### src/rtl/pixhb_pkg.sv
package pixhb_pkg;
  typedef enum logic [1:0] {
    ST_IDLE  = 2'd0,
    ST_ACQ   = 2'd1,
    ST_DRAIN = 2'd2
  } hb_state_t;
endpackage

### src/rtl/pixhb_tstamp.sv
module pixhb_tstamp #(
  parameter int TS_W = 13
) (
  input  logic            clk,
  input  logic            rst_n,
  input  logic            clr,
  input  logic            step,
  output logic [TS_W-1:0] ts
);
  localparam logic [TS_W-1:0] TS_MAX = '1;

  function automatic logic [TS_W-1:0] sat_inc(input logic [TS_W-1:0] v);
    return (v == TS_MAX) ? v : v + 1'b1;
  endfunction

  always_ff @(posedge clk or negedge rst_n) begin
    if (!rst_n)    ts <= '0;
    else if (clr)  ts <= '0;
    else if (step) ts <= sat_inc(ts);
  end

  // the counter holds at its maximum
  a_r4_saturate: assert property (@(posedge clk) disable iff (!rst_n)
    (ts == TS_MAX && step && !clr) |=> (ts == TS_MAX));
endmodule

### src/rtl/pixhb_capture.sv
module pixhb_capture #(
  parameter int NGRP  = 7,
  parameter int GSIZE = 6,
  parameter int GI_W  = 3
) (
  input  logic                  clk,
  input  logic                  rst_n,
  input  logic                  load,
  input  logic [NGRP*GSIZE-1:0] hits_masked,
  output logic                  busy,
  output logic                  wr_en,
  output logic [GI_W-1:0]       wr_grp,
  output logic [GSIZE-1:0]      wr_pat
);
  localparam int NPIX = NGRP * GSIZE;

  logic [NGRP-1:0] grp_any;
  logic [NGRP-1:0] pend;
  logic [NGRP-1:0] grant;
  logic [NPIX-1:0] pat_q;

  for (genvar g = 0; g < NGRP; g++) begin : g_any
    assign grp_any[g] = |hits_masked[g*GSIZE +: GSIZE];
  end

  function automatic logic [GI_W-1:0] low_idx(input logic [NGRP-1:0] v);
    logic [GI_W-1:0] r;
    r = '0;
    for (int i = NGRP - 1; i >= 0; i--) if (v[i]) r = GI_W'(i);
    return r;
  endfunction

  assign grant  = pend & (~pend + 1'b1);
  assign wr_en  = |pend;
  assign busy   = |pend;
  assign wr_grp = low_idx(pend);
  assign wr_pat = pat_q[int'(wr_grp)*GSIZE +: GSIZE];

  always_ff @(posedge clk or negedge rst_n) begin
    if (!rst_n) begin
      pend  <= '0;
      pat_q <= '0;
    end else if (load) begin
      pend  <= grp_any;
      pat_q <= hits_masked;
    end else begin
      pend  <= pend & ~grant;
    end
  end

  // at most one group is granted per clock
  a_r5_one_grant: assert property (@(posedge clk) disable iff (!rst_n)
    $onehot0(grant));
  // a written pattern is never empty
  a_r1_nonempty: assert property (@(posedge clk) disable iff (!rst_n)
    wr_en |-> (wr_pat != '0));
endmodule

### src/rtl/pixhb_store.sv
module pixhb_store #(
  parameter int REC_W = 22,
  parameter int DEPTH = 64,
  parameter int AW    = 6
) (
  input  logic             clk,
  input  logic             rst_n,
  input  logic             wr_en,
  input  logic [REC_W-1:0] wr_rec,
  input  logic             rd_adv,
  input  logic             clr,
  output logic [REC_W-1:0] rd_rec,
  output logic             rd_avail,
  output logic             ovf
);
  logic [REC_W-1:0] mem [DEPTH];
  logic [AW:0]      cnt;
  logic [AW:0]      rptr;
  logic             full;
  logic             drop;

  assign full     = (cnt == (AW+1)'(DEPTH));
  assign drop     = wr_en && full;
  assign rd_avail = (rptr != cnt);
  assign rd_rec   = mem[rptr[AW-1:0]];

  always_ff @(posedge clk) begin
    if (wr_en && !full) mem[cnt[AW-1:0]] <= wr_rec;
  end

  always_ff @(posedge clk or negedge rst_n) begin
    if (!rst_n) begin
      cnt  <= '0;
      rptr <= '0;
      ovf  <= 1'b0;
    end else if (clr) begin
      cnt  <= '0;
      rptr <= '0;
      ovf  <= 1'b0;
    end else begin
      if (wr_en && !full) cnt <= cnt + 1'b1;
      if (drop)           ovf <= 1'b1;
      if (rd_adv)         rptr <= rptr + 1'b1;
    end
  end

  // occupancy is bounded by the depth
  a_r8_bounded: assert property (@(posedge clk) disable iff (!rst_n)
    cnt <= (AW+1)'(DEPTH));
  // a dropped write raises the flag
  a_r8_drop_flags: assert property (@(posedge clk) disable iff (!rst_n)
    (drop && !clr) |=> ovf);
  // the flag is sticky until cleared
  a_r8_sticky: assert property (@(posedge clk) disable iff (!rst_n)
    (ovf && !clr) |=> ovf);
endmodule

### src/rtl/pixhb_top.sv
module pixhb_top #(
  parameter int NGRP  = 7,
  parameter int GSIZE = 6,
  parameter int TS_W  = 13,
  parameter int DEPTH = 64,
  parameter int OUT_W = 30
) (
  input  logic                  clk,
  input  logic                  rst_n,
  input  logic                  train_start,
  input  logic                  train_end,
  input  logic                  bx_strobe,
  input  logic [NGRP*GSIZE-1:0] pix_hit,
  input  logic [NGRP*GSIZE-1:0] pix_mask,
  output logic [OUT_W-1:0]      rd_data,
  output logic                  rd_valid,
  input  logic                  rd_ready,
  output logic                  rd_done,
  output logic                  ovf_flag
);
  import pixhb_pkg::*;

  localparam int GI_W  = $clog2(NGRP);
  localparam int REC_W = GI_W + GSIZE + TS_W;
  localparam int PAD_W = OUT_W - REC_W;
  localparam int AW    = $clog2(DEPTH);

  hb_state_t        state;
  logic             end_req;
  logic [TS_W-1:0]  ts_now;
  logic [TS_W-1:0]  ts_q;
  logic             cap_load;
  logic             cap_busy;
  logic             cap_wr;
  logic [GI_W-1:0]  cap_grp;
  logic [GSIZE-1:0] cap_pat;
  logic [REC_W-1:0] st_rec;
  logic             st_avail;
  logic             rd_adv;
  logic             drain_fin;
  logic             train_clr;

  function automatic logic [REC_W-1:0] pack_rec(input logic [GI_W-1:0] g,
                                                input logic [GSIZE-1:0] p,
                                                input logic [TS_W-1:0] t);
    return {g, p, t};
  endfunction

  assign train_clr = (state == ST_IDLE) && train_start;
  assign cap_load  = (state == ST_ACQ) && bx_strobe;
  assign rd_valid  = (state == ST_DRAIN) && st_avail;
  assign rd_adv    = rd_valid && rd_ready;
  assign drain_fin = (state == ST_DRAIN) && !st_avail;
  assign rd_data   = {st_rec, {PAD_W{1'b0}}};

  pixhb_tstamp #(.TS_W(TS_W)) u_ts (
    .clk(clk), .rst_n(rst_n), .clr(train_clr), .step(cap_load), .ts(ts_now)
  );

  pixhb_capture #(.NGRP(NGRP), .GSIZE(GSIZE), .GI_W(GI_W)) u_cap (
    .clk(clk), .rst_n(rst_n), .load(cap_load),
    .hits_masked(pix_hit & ~pix_mask),
    .busy(cap_busy), .wr_en(cap_wr), .wr_grp(cap_grp), .wr_pat(cap_pat)
  );

  pixhb_store #(.REC_W(REC_W), .DEPTH(DEPTH), .AW(AW)) u_st (
    .clk(clk), .rst_n(rst_n), .wr_en(cap_wr),
    .wr_rec(pack_rec(cap_grp, cap_pat, ts_q)),
    .rd_adv(rd_adv), .clr(drain_fin),
    .rd_rec(st_rec), .rd_avail(st_avail), .ovf(ovf_flag)
  );

  always_ff @(posedge clk or negedge rst_n) begin
    if (!rst_n) begin
      state   <= ST_IDLE;
      end_req <= 1'b0;
      ts_q    <= '0;
      rd_done <= 1'b0;
    end else begin
      rd_done <= drain_fin;
      if (cap_load) ts_q <= ts_now;
      case (state)
        ST_IDLE: if (train_start) begin
          state   <= ST_ACQ;
          end_req <= 1'b0;
        end
        ST_ACQ: begin
          if (train_end) end_req <= 1'b1;
          if ((end_req || train_end) && !cap_busy && !cap_load) state <= ST_DRAIN;
        end
        ST_DRAIN: if (drain_fin) state <= ST_IDLE;
        default: state <= ST_IDLE;
      endcase
    end
  end

  // nothing is written while readout runs
  a_r6_no_write_in_drain: assert property (@(posedge clk) disable iff (!rst_n)
    (state == ST_DRAIN) |-> !cap_wr);
  // a stalled word holds
  a_r9_hold: assert property (@(posedge clk) disable iff (!rst_n)
    (rd_valid && !rd_ready) |=> (rd_valid && $stable(rd_data)));
  // done is a single-cycle pulse
  a_r10_pulse: assert property (@(posedge clk) disable iff (!rst_n)
    rd_done |=> !rd_done);
  // flag is clear when done is seen
  a_r10_cleared: assert property (@(posedge clk) disable iff (!rst_n)
    rd_done |-> !ovf_flag);
endmodule

### config.mk
export PLATFORM = sky130hd
export DESIGN_NAME = pixhb_top
export DESIGN_NICKNAME = d
export VERILOG_FILES = /design/src/rtl/pixhb_pkg.sv /design/src/rtl/pixhb_tstamp.sv /design/src/rtl/pixhb_capture.sv /design/src/rtl/pixhb_store.sv /design/src/rtl/pixhb_top.sv
export SDC_FILE = /design/constraint.sdc
export NUM_CORES = 2
export LEC_CHECK = 0
export BUFFER_PORTS_ARGS = -buffer_cell sky130_fd_sc_hd__buf_2
export CAP_MARGIN = 10
export CORE_MARGIN = 5
export CORE_UTILIZATION = 45
export CTS_CLUSTER_SIZE = 24
export DETAILED_ROUTE_END_ITERATION = 16
export SYNTH_ARGS = -nofsm -noshare
export SYNTH_HDL_FRONTEND = slang
export SYNTH_HIERARCHICAL = 1
export SYNTH_SLANG_ARGS = --single-unit
### constraint.sdc
create_clock -name clk -period 3.1 [get_ports clk]
set_input_delay 0.155 -clock clk [delete_from_list [all_inputs] [get_ports clk]]
set_output_delay 0.155 -clock clk [all_outputs]
set_load 0.02 [all_outputs]
==> out/metrics.cfg <==
[outcome]
status=finished, violations left
violations=negative setup slack

[detailed_routing]
drc=0
firstDrtPassIters=8
wl_per_cell_um=29.61
first_iter_violations=3352
vias_per_cell=5.963
via_count=31120
wirelength_um=154500
ant_nets=0

[place]
hpwl_um=92490
placed_cells=4781
port_buffers=114
gp_congestion=0.8554
dpl-instance-area_um2=62960

[power]
total_power_uw=48500
leakagePower_uw=0.02316
power_density_nw_per_um2=683.4
peakVddDrop_v=0.0005616

[yosys]
syn_area_per_cell_um2=20.52
synth_top_cell_by_area=edfxtp_1
synth_compound_area_share_pct=4.501
synth_cell_types=69
yosys.area_share.simple_pct=2.794
yosys_warnings=6
synthMuxAreaShare_pct=14.73
synthAdderAreaFrac_pct=0.08524
yosys-top-cells-area=edfxtp_1, mux4_2, dfrtp_1, mux2_2, mux2i_1
synth_flop_cell=edfxtp_1
netlist_area_um2=58720
synth-async-reset-ratio_pct=6.258
synth-seq-cells=1502
seq_area_frac_synth_pct=76.02
synth_enable_flop_cells=1408
synth.most_common_cell=edfxtp_1
synth_top_area_share_pct=72.01
synthCells=2861
synth_xor_area_share_pct=0.2238
ys_top_cells_by_count=edfxtp_1, mux4_2, nor2_1
synth_top_family_by_area=multiplexers

[cts]
cts-root-buf=clkbuf_16
numCtsBuffers=152
clock-sinks=1502
insertion_delay_ns=0.77
clock_path_buffers=3
htreeDepth=4
path_clk_slew_ns=0.06
cts_tree=built

[die]
fp.dieW_um=371.2
ioPinCount=123
rows=132
core_area_um2=129600
start_util_pct=45.29
dieArea_um2=137800
die_h_um=371.2

[final_layout]
final_cells=5219
syn2layout_area_growth_pct=20.86
n_fill_cell=9790
multi_input_area_um2=14140
drive_gt1_share_pct=35.55
nNetsFinal=3442
register_area_um2=44660
finalInstanceArea_um2=70960

[timing]
skew_ns=0.02082
final-hold-violation-count=0
min_period_over_period_pct=116.1
rsz0062_at_grt=yes
fin_crit_ns=3.599
drv_slew=0
timing.final.ws_setup_ns=-0.4993
setup_viol=22
relSlewSlack_pct=37.31
worstMarginPinSlew_ns=0.9403
max_freq_mhz=277.8

[hold_path]
hold_start=pix_hit[30]
hold-path-endpoint=u_cap/pend[5]
hp-class=in2reg
min_path_cells=5

[worst_setup_path]
slowest_delay_ns=0.55
path_class=reg2out
reg2reg_to=u_st/mem[32][18]
critPathLaunchType=register
worstRegToRegCells=5
cp-end-kind=output port
critPathBufInv=3
worstReg2RegStart=u_cap/pend[4]
arrival_ns=3.44
slowest_stage=a222oi_1
path_delay_family=compound AO/OA/AOI/OAI gates
cpMostUsedCell=buf_4
cp.required_ns=2.94
r2r_slack_ns=0.24
crit_path_cell_trace=buf_4 > nor3b_2 > and2_1 > buf_4 > a222oi_1 > o311ai_2 > buf_4
path_max_fanout=14

[global_route]
antenna_found_initial=2
gr-usage-all-layers_pct=22.61
grt_pass1_wl_um=224800
gr-total-overflow=0
grt_max_degree=66
grt_pass1_vias=32130

[job]
drv_cap=0

## registers in the layout (all words and copies together), names as in the netlist
register     flops
u_st/mem      1408
u_cap/pat_q     42
ts_q            13
u_ts/ts         13
u_cap/pend       7
u_st/cnt         7
u_st/rptr        7
state            2
end_req          1
rd_done          1
u_st/ovf         1
## report_power, final
group	switching [uW]	internal, uW
clock	7580	10600
combinational	3290	1390
sequential	856	24800
total	11700	36800
## worst max path at each step
| stage | startpoint | end | slack, ns | cells after the start |
|---|---|---|---|---|
| after CTS | u_st/rptr[0] | rd_data[13] | -0.53 | 8 |
| after floorplan | u_cap/pend[1] | u_st/mem[0][14] | 0.003 | 6 |
| after global placement | u_st/rptr[0] | rd_data[18] | -0.09 | 8 |
| after global routing | u_st/rptr[0] | rd_data[13] | -0.56 | 8 |
| after detailed placement | u_st/rptr[0] | rd_data[18] | -0.17 | 8 |
| final | u_st/rptr[5] | rd_data[13] | -0.50 | 7 |
## logic make-up (layout without fill, tap and decap cells)
group / Yosys count / count (layout)
other: 1 / 11
DFF: 1502 / 1502
buffers and inverters: 183 / 789
AOI/OAI and AO/OA: 345 / 345
muxes: 482 / 482
xor gates and xnor gates: 15 / 15
adders and majority gates: 4 / 4
and+or+nand+nor: 329 / 329
## cell type report
class                      count  area share (%)
sequential                  1502           62.93
inverter                      11         0.05819
antenna                        3         0.01058
tap                         1742           3.071
clock buffer                 197           5.896
clock inverter                83           1.086
multi-input combinational   1183           19.92
timing repair buffer         498           7.023
## cell usage in the layout (no fill, tap or decap), types with 22 or more instances in the layout
| cell | count |
|---|---|
| dlygate4sd3_1 | 91 |
| clkinv_1 | 33 |
| o22ai_1 | 34 |
| nor2_1 | 62 |
| buf_16 | 22 |
| nand2_1 | 24 |
| clkbuf_1 | 34 |
| a22o_1 | 39 |
| buf_6 | 23 |
| buf_12 | 44 |
| dfrtp_1 | 77 |
| nor2b_1 | 42 |
| edfxtp_1 | 1408 |
| clkinv_2 | 23 |
| clkbuf_16 | 162 |
| mux2_2 | 90 |
| a22oi_1 | 31 |
| mux4_2 | 289 |
| nor2_2 | 73 |
| a222oi_1 | 22 |
| o21ai_1 | 22 |
| mux2i_1 | 91 |
| buf_4 | 211 |
| buf_2 | 96 |
## stage by stage
step,hold slack (ns),setup WS (ns),util (%),setup TNS [ns]
2_1_floorplan,-0.1406,0.003020,-,0
3_3_place_gp,0.3242,-0.09160,48.56,-0.2358
3_5_place_dp,0.3361,-0.1730,48.56,-0.3187
4_1_cts,0.006466,-0.5260,54.52,-9.596
5_1_grt,0.04787,-0.5569,54.73,-10.18
6_report,0.04344,-0.4993,54.73,-8.497
## tightest hold or removal path, cell delays in order
cell     delay [ns]
buf_2          0.07
nor2b_1        0.22
or4_1          0.17
o31ai_1        0.06
o21ai_0        0.08
## timing repair
| item | 4_1_cts | 5_1_grt |
|---|---|---|
| gates cloned | 16 | 1 |
| hold buffers | 91 | 0 |
| pin swaps | 30 | 21 |
| buffers inserted | 46 | 4 |
| endpoints found under the setup margin | 23 | 34 |
| hold endpoints to repair | 138 | 0 |
| resized for setup | 185 | 60 |
## metal layers
| layer | vias up | share of wire, % | wire length, um | global-route usage (%) |
|---|---|---|---|---|
| met1 | 16649 | 41 | 62990 | 31.83 |
| met2 | 1333 | 49 | 75950 | 36.85 |
| met3 | 214 | 7.8 | 12050 | 4.141 |
| met5 | - | 0 | 0 | 0 |
| met4 | 0 | 2.3 | 3538 | 5.895 |
| li1 | 12924 | - | - | - |
(Power assumes the default switching activity.)
